`src/rtl/mp_shared_mem.sv`:
```
module mp_shared_mem #(
  parameter int NPORT = 4,
  parameter int DEPTH = 16,
  parameter int DW    = 8
) (
  input  logic                      clk,
  input  logic                      rst_n,
  input  logic [2:0]                mode,
  input  logic [NPORT-1:0]          req_valid,
  input  logic [NPORT-1:0]          req_we,
  input  logic [NPORT*((DEPTH>1)?$clog2(DEPTH):1)-1:0] req_addr,
  input  logic [NPORT*DW-1:0]       req_wdata,
  input  logic                      err_clr,
  output logic [NPORT*DW-1:0]       rd_data,
  output logic                      err_flag,
  output logic [((DEPTH>1)?$clog2(DEPTH):1)-1:0] err_addr
);
  localparam int AW = (DEPTH > 1) ? $clog2(DEPTH) : 1;
  localparam int PW = (NPORT > 1) ? $clog2(NPORT) : 1;
  localparam logic [2:0] M_EXCL = 3'd0, M_CREW = 3'd1, M_COMMON = 3'd2,
                         M_ARB = 3'd3, M_PRIO = 3'd4;

  function automatic int rdist(int q, int base);
    return (q >= base) ? q - base : q + NPORT - base;
  endfunction

  logic [DW-1:0]    mem [DEPTH];
  logic [DW-1:0]    rd_q [NPORT];
  logic [AW-1:0]    ad [NPORT];
  logic [DW-1:0]    wd [NPORT];
  logic [NPORT-1:0] wgrp [NPORT];
  logic [NPORT-1:0] is_rd, is_wr, rmulti, wmulti, wsame, wfirst, awin, win, viol;
  logic [AW-1:0]    vaddr;
  logic [PW-1:0]    ptr;

  wire rd_excl  = (mode == M_EXCL) || (mode > M_PRIO);
  wire wr_excl  = rd_excl || (mode == M_CREW);
  wire any_viol = |viol;
  wire arb_step = (mode == M_ARB) && (|wmulti);

  always_comb begin
    for (int p = 0; p < NPORT; p++) begin
      ad[p]    = req_addr[p*AW +: AW];
      wd[p]    = req_wdata[p*DW +: DW];
      is_rd[p] = req_valid[p] && !req_we[p];
      is_wr[p] = req_valid[p] && req_we[p];
    end
    vaddr = '0;
    for (int p = 0; p < NPORT; p++) begin
      rmulti[p] = 1'b0;
      wmulti[p] = 1'b0;
      wsame[p]  = 1'b1;
      wfirst[p] = 1'b1;
      awin[p]   = 1'b1;
      wgrp[p]   = '0;
      for (int q = 0; q < NPORT; q++) begin
        wgrp[p][q] = is_wr[p] && is_wr[q] && (ad[q] == ad[p]);
        if (q != p) begin
          if (is_rd[p] && is_rd[q] && (ad[q] == ad[p])) rmulti[p] = 1'b1;
          if (wgrp[p][q]) begin
            wmulti[p] = 1'b1;
            if (wd[q] != wd[p]) wsame[p] = 1'b0;
            if (q < p) wfirst[p] = 1'b0;
            if (rdist(q, int'(ptr)) < rdist(p, int'(ptr))) awin[p] = 1'b0;
          end
        end
      end
      win[p] = is_wr[p] && (!wmulti[p]
               || ((mode == M_COMMON) && wsame[p] && wfirst[p])
               || ((mode == M_ARB) && awin[p])
               || ((mode == M_PRIO) && wfirst[p]));
      viol[p] = (rmulti[p] && rd_excl) || (wmulti[p] && wr_excl)
             || (wmulti[p] && (mode == M_COMMON) && !wsame[p]);
    end
    for (int p = NPORT - 1; p >= 0; p--)
      if (viol[p]) vaddr = ad[p];
  end

  always_ff @(posedge clk or negedge rst_n) begin
    if (!rst_n) begin
      for (int i = 0; i < DEPTH; i++) mem[i] <= '0;
      for (int p = 0; p < NPORT; p++) rd_q[p] <= '0;
      ptr      <= '0;
      err_flag <= 1'b0;
      err_addr <= '0;
    end else begin
      for (int p = 0; p < NPORT; p++) begin
        if (win[p])   mem[ad[p]] <= wd[p];
        if (is_rd[p]) rd_q[p]    <= mem[ad[p]];
      end
      if (arb_step)
        ptr <= (int'(ptr) == NPORT - 1) ? '0 : ptr + 1'b1;
      if (any_viol) begin
        err_flag <= 1'b1;
        if (!err_flag || err_clr) err_addr <= vaddr;
      end else if (err_clr) begin
        err_flag <= 1'b0;
      end
    end
  end

  for (genvar g = 0; g < NPORT; g++) begin : g_port
    assign rd_data[g*DW +: DW] = rd_q[g];

    a_r5_single_commit: assert property (@(posedge clk) disable iff (!rst_n)
      $onehot0(win & wgrp[g]));

    a_r6_excl_no_commit: assert property (@(posedge clk) disable iff (!rst_n)
      (wr_excl && is_wr[g] && ((wgrp[g] & ~(NPORT'(1) << g)) != '0)) |-> !win[g]);

    a_r9_prio_lowest: assert property (@(posedge clk) disable iff (!rst_n)
      ((mode == M_PRIO) && win[g]) |-> ((wgrp[g] & NPORT'((1 << g) - 1)) == '0));
  end

  a_r10_sticky: assert property (@(posedge clk) disable iff (!rst_n)
    (err_flag && !err_clr) |=> err_flag);

  a_r10_clear: assert property (@(posedge clk) disable iff (!rst_n)
    (err_clr && !any_viol) |=> !err_flag);

  a_r11_addr_hold: assert property (@(posedge clk) disable iff (!rst_n)
    (err_flag && !err_clr) |=> $stable(err_addr));

  a_r8_ptr_range: assert property (@(posedge clk) disable iff (!rst_n)
    int'(ptr) < NPORT);
endmodule

```
`config.mk`:
```
export PLATFORM = sky130hd
export DESIGN_NAME = mp_shared_mem
export DESIGN_NICKNAME = d
export VERILOG_FILES = /design/src/rtl/mp_shared_mem.sv
export SDC_FILE = /design/constraint.sdc
export NUM_CORES = 1
export LEC_CHECK = 0
export ABC_AREA = 1
export ABC_CLOCK_PERIOD_IN_PS = 2930
export CAP_MARGIN = 20
export CORE_MARGIN = 8
export CORE_UTILIZATION = 27
export DETAILED_ROUTE_END_ITERATION = 10
export DONT_BUFFER_PORTS = 1
export PLACE_DENSITY_LB_ADDON = 0.3
export SETUP_SLACK_MARGIN = 0.2
export SYNTH_ARGS = -nofsm -noshare
export SYNTH_HDL_FRONTEND = slang
export SYNTH_SLANG_ARGS = --single-unit
```
`constraint.sdc`:
```
create_clock -name clk -period 2.93 [get_ports clk]
set_clock_uncertainty 0.2 [all_clocks]
set_input_delay 0.7325 -clock clk [delete_from_list [all_inputs] [get_ports clk]]
set_output_delay 0.7325 -clock clk [all_outputs]
set_load 0.03 [all_outputs]
```
==> run_results.csv <==
group,metric,value,unit
status,outcome,"complete, but fails checks",
status,failed_checks,"hold timing",
floorplanning,die_width,273,um
sta,fmax,392,MHz
drt,dr_total_vias,22629,
sta,finalWorstPathRequiredPeriod,2.55,ns
floorplanning,core_area,0.0656,mm^2
final_layout,finish.utilization,32.4,%
worst_setup_path,arrival,2.75,ns
drt,route.final.wire_length,101000,um
synthesis,yosys.cell_types.count,40,
sta,fin_hold_ws,-0.282,ns
clock_tree,cts_made_buffers,17,
synthesis,yosysWarningCount,0,
global_routing,globalRouteOverflowTotal,0,
sta,setup-violations-final,0,
clock_tree,cts_tree,"built",
pwr,switching_share,46.5,%
pwr,p_clk_share,23.7,%
floorplanning,initial_core_util,27.3,%
worst_setup_path,critical-path-slowest-cell,"o21ai_4",
global_routing,grt_antenna_before_repair,0,
sta,timing.setup.tns,0,ns
sta,timing_max_transition_violations_final,0,
drt,drc,0,
final_layout,antennaDiodeCount,0,
drt,drt_iter0_markers,3368,
placement,port_buffers,0,
drt,route.antenna.remaining_nets,0,
pwr,max-vdd-ir-drop,0.000417,V
final_layout,design.final.nets,3121,
pwr,comb_power_share,36.9,%
sta,finalHoldViolCount,167,
sta,slew-limit-headroom,34.1,%
clock_tree,clockBufferDepth,2,
synthesis,postSynthRegisterBits,167,
pwr,total_power,10.6,mW
clock_tree,clk_transition_reported_paths,0.07,ns
worst_setup_path,critical-path-max-stage-delay,0.26,ns
hold_path,timing.hold.worst.class,"in -> async",
clock_tree,clkSinkCount,167,
final_layout,fill_cells,7291,
floorplanning,rows,94,
placement,dp.final_hpwl,69300,um
floorplanning,top_level_ports,99,
worst_setup_path,timing.critical_path.fanout_max,8,
clock_tree,ctsHtreeMaxLevel,4,
global_routing,grt_first_pass_wirelength,146000,um
drt,detail_route.wl_per_cell,25.6,um
floorplanning,die_footprint,0.0748,mm^2
synthesis,yosysSeqAreaShare,23.4,%
synthesis,synth_nets,2996,
global_routing,grt_usage,26.2,%
global_routing,grt_pass1_vias,21154,
worst_setup_path,crit_chain,"inv_2 > nand2_1 > nand2_1 > nor2_1 > buf_4 > nand2_2 > nor2_4 > buf_4 > nand2_1 > nand2_1 > o21ai_4 > nand3_1 > buf_4 > nor2_2 > inv_2 > nor2_1 > a21oi_2",
worst_setup_path,cp-start-kind,"primary input",
pwr,power-per-cell-area,497,mW/mm^2
clock_tree,clkLatencyLatePin,0.53,ns
clock_tree,cts-root-buf,"clkbuf_16",
sta,rsz0062_at_grt,"true",
worst_setup_path,cp-end-kind,"flip-flop",
worst_setup_path,path_common_cell,"nand2_1",
synthesis,synth.avg_cell_area,6.11,um^2
drt,routed_via_density,5.76,
sta,post-route-worst-setup-slack,0.380,ns
final_layout,drive_above_1_share,15.7,%
synthesis,post_synth_instance_area,0.0179,mm^2
placement,place_congestion,1.01,
run,drv.max_cap_violation_count,0,
global_routing,largest_net_degree_at_the_start_of_global_routing,168,
drt,dr.pass1.iters,6,
placement,pre_cts_slack,-0.267,ns
final_layout,flow.area_growth_from_synthesis,18.9,%
pwr,p_switching,4.92,mW
sta,tightest_slew,0.984,ns
floorplanning,dieHeight,273,um
worst_setup_path,critPathRequiredTime,3.13,ns
pwr,leakage,10.0,nW
pwr,p_int,5.66,mW
pwr,power_frac_seq,39.4,%
sta,period_share,87.0,%
synthesis,synth_cells,2927,
worst_setup_path,critical_path_class,"in -> reg",
kinds of logic (layout without fill, tap and decap cells):
group | after synthesis | count (layout) | share of synthesized area [%]
fa+ha+maj | 7 | 7 | 0.490
buf+inv | 561 | 699 | 13.4
simple gates | 1594 | 1594 | 41.0
flops | 167 | 167 | 23.4
compound gates | 554 | 554 | 19.6
xor+xnor | 44 | 44 | 2.15
path summary, 6_finish.rpt:
kind | startpoint | to | slack (ns) | cells after the start
min in group clk | req_wdata[24] | mem[64] | 0.18 | 2
max in group asynchronous | rst_n | mem[85] | 2.37 | 0
max reg2reg | ptr[0] | mem[3] | 0.40 | 14
min reg2reg | ptr[1] | ptr[1] | 0.43 | 2
max | req_addr[14] | mem[90] | 0.38 | 17
min | rst_n | ptr[0] | -0.28 | 0
power by group through the flow:
stage                     Clock, mW  Combinational (mW)  Sequential [mW]
after floorplan                   0                2.65             3.61
after global placement            0                3.78             4.16
after detailed placement          0                3.77             4.17
after CTS                      2.54                3.78             4.13
after global routing           2.58                4.27             4.20
final                          2.50                3.90             4.17
cell type report:
type | count | area (um^2) | share of cell area (%)
flip-flops and latches | 167 | 4180 | 19.6
clock buffers | 19 | 443 | 2.08
multi-input cells | 2199 | 11400 | 53.4
repair buffers | 302 | 2690 | 12.6
clock inverters | 13 | 148 | 0.694
well taps | 864 | 1080 | 5.08
inverters | 365 | 1380 | 6.46
sequential cells by signal, indices dropped and copies added (netlist names):
| register | cells |
|---|---|
| err_addr | 4 |
| mem | 128 |
| ptr | 2 |
| err_flag | 1 |
| rd_data | 32 |
stage by stage:
step / cells / area [um^2]
2_1_floorplan: 2927 / 17900
3_3_place_gp: 3895 / 20600
3_5_place_dp: 3895 / 20600
4_1_cts: 3927 / 21200
5_1_grt: 3929 / 21300
6_report: 3929 / 21300
cells in the mapped netlist:
cell / n / area share, %
o221ai_1: 53 / 2.6
dfrtp_1: 167 / 23
ha_1: 7 / 0.49
nor2_1: 497 / 10
o22ai_1: 152 / 5.3
buf_12: 1 / 0.11
buf_2: 21 / 0.59
nand4_1: 266 / 9.3
nand4_2: 6 / 0.42
nor2_2: 37 / 1.3
nand2_1: 577 / 12
a21oi_2: 25 / 1.2
a41oi_1: 28 / 1.4
nand3_4: 1 / 0.098
nor3_1: 2 / 0.056
and3_1: 4 / 0.14
xnor2_1: 31 / 1.5
nand4_4: 10 / 1.2
nand3_2: 14 / 0.78
buf_6: 11 / 0.69
o21ai_0: 78 / 2.2
nor2_4: 2 / 0.13
nand2_4: 1 / 0.063
nand2_2: 3 / 0.10
buf_8: 2 / 0.17
o21ai_2: 2 / 0.098
or2_2: 1 / 0.035
buf_4: 39 / 1.6
nand3_1: 173 / 4.8
o21ai_1: 1 / 0.028
inv_2: 41 / 0.86
buf_1: 36 / 0.76
clkinv_1: 71 / 1.5
inv_1: 253 / 5.3
o31ai_1: 1 / 0.042
a22oi_1: 52 / 2.2
clkbuf_1: 86 / 1.8
a31oi_1: 4 / 0.14
xor2_1: 13 / 0.64
a21oi_1: 158 / 4.4
cell usage in the layout, fill, tap and decap left out, types with 13 or more instances in the layout:
| cell | synthesis | layout |
|---|---|---|
| inv_2 | 41 | 39 |
| a21oi_1 | 158 | 158 |
| xnor2_1 | 31 | 31 |
| nand3_1 | 173 | 173 |
| inv_1 | 253 | 253 |
| o22ai_1 | 152 | 152 |
| dfrtp_1 | 167 | 167 |
| xor2_1 | 13 | 13 |
| buf_12 | 1 | 32 |
| buf_4 | 39 | 269 |
| nor2_2 | 37 | 34 |
| a41oi_1 | 28 | 28 |
| nand3_2 | 14 | 14 |
| a21oi_2 | 25 | 25 |
| nand2_1 | 577 | 576 |
| clkinv_1 | 71 | 71 |
| o21ai_0 | 78 | 78 |
| nand4_1 | 266 | 266 |
| clkbuf_16 | 0 | 18 |
| o221ai_1 | 53 | 53 |
| nor2_1 | 497 | 494 |
| a22oi_1 | 52 | 52 |
timing repair:
item                                    in CTS  in global routing
endpoints found under the hold margin      167                167
endpoints found under the setup margin       0                 71
gates resized for setup                      0                  7
setup buffers                                0                  1
worst max-delay path, delay by kind of cell:
family	cells	cell delay [ns]
simple gates	10	0.98
buf+inv	5	0.71
compound gates	2	0.30
routing by layer:
metal  wire length, um  global-route usage (%)  vias to the layer above  part of all wire [%]
li1                  -                       -                    10260                     -
met1             39400                    33.2                    10532                    39
met2             41700                    38.5                     1473                    41
met3             12400                    8.24                      364                    12
met4              7120                    16.1                        0                   7.1
met5                 0                       0                        -                     0
(Power assumes the default switching activity.)
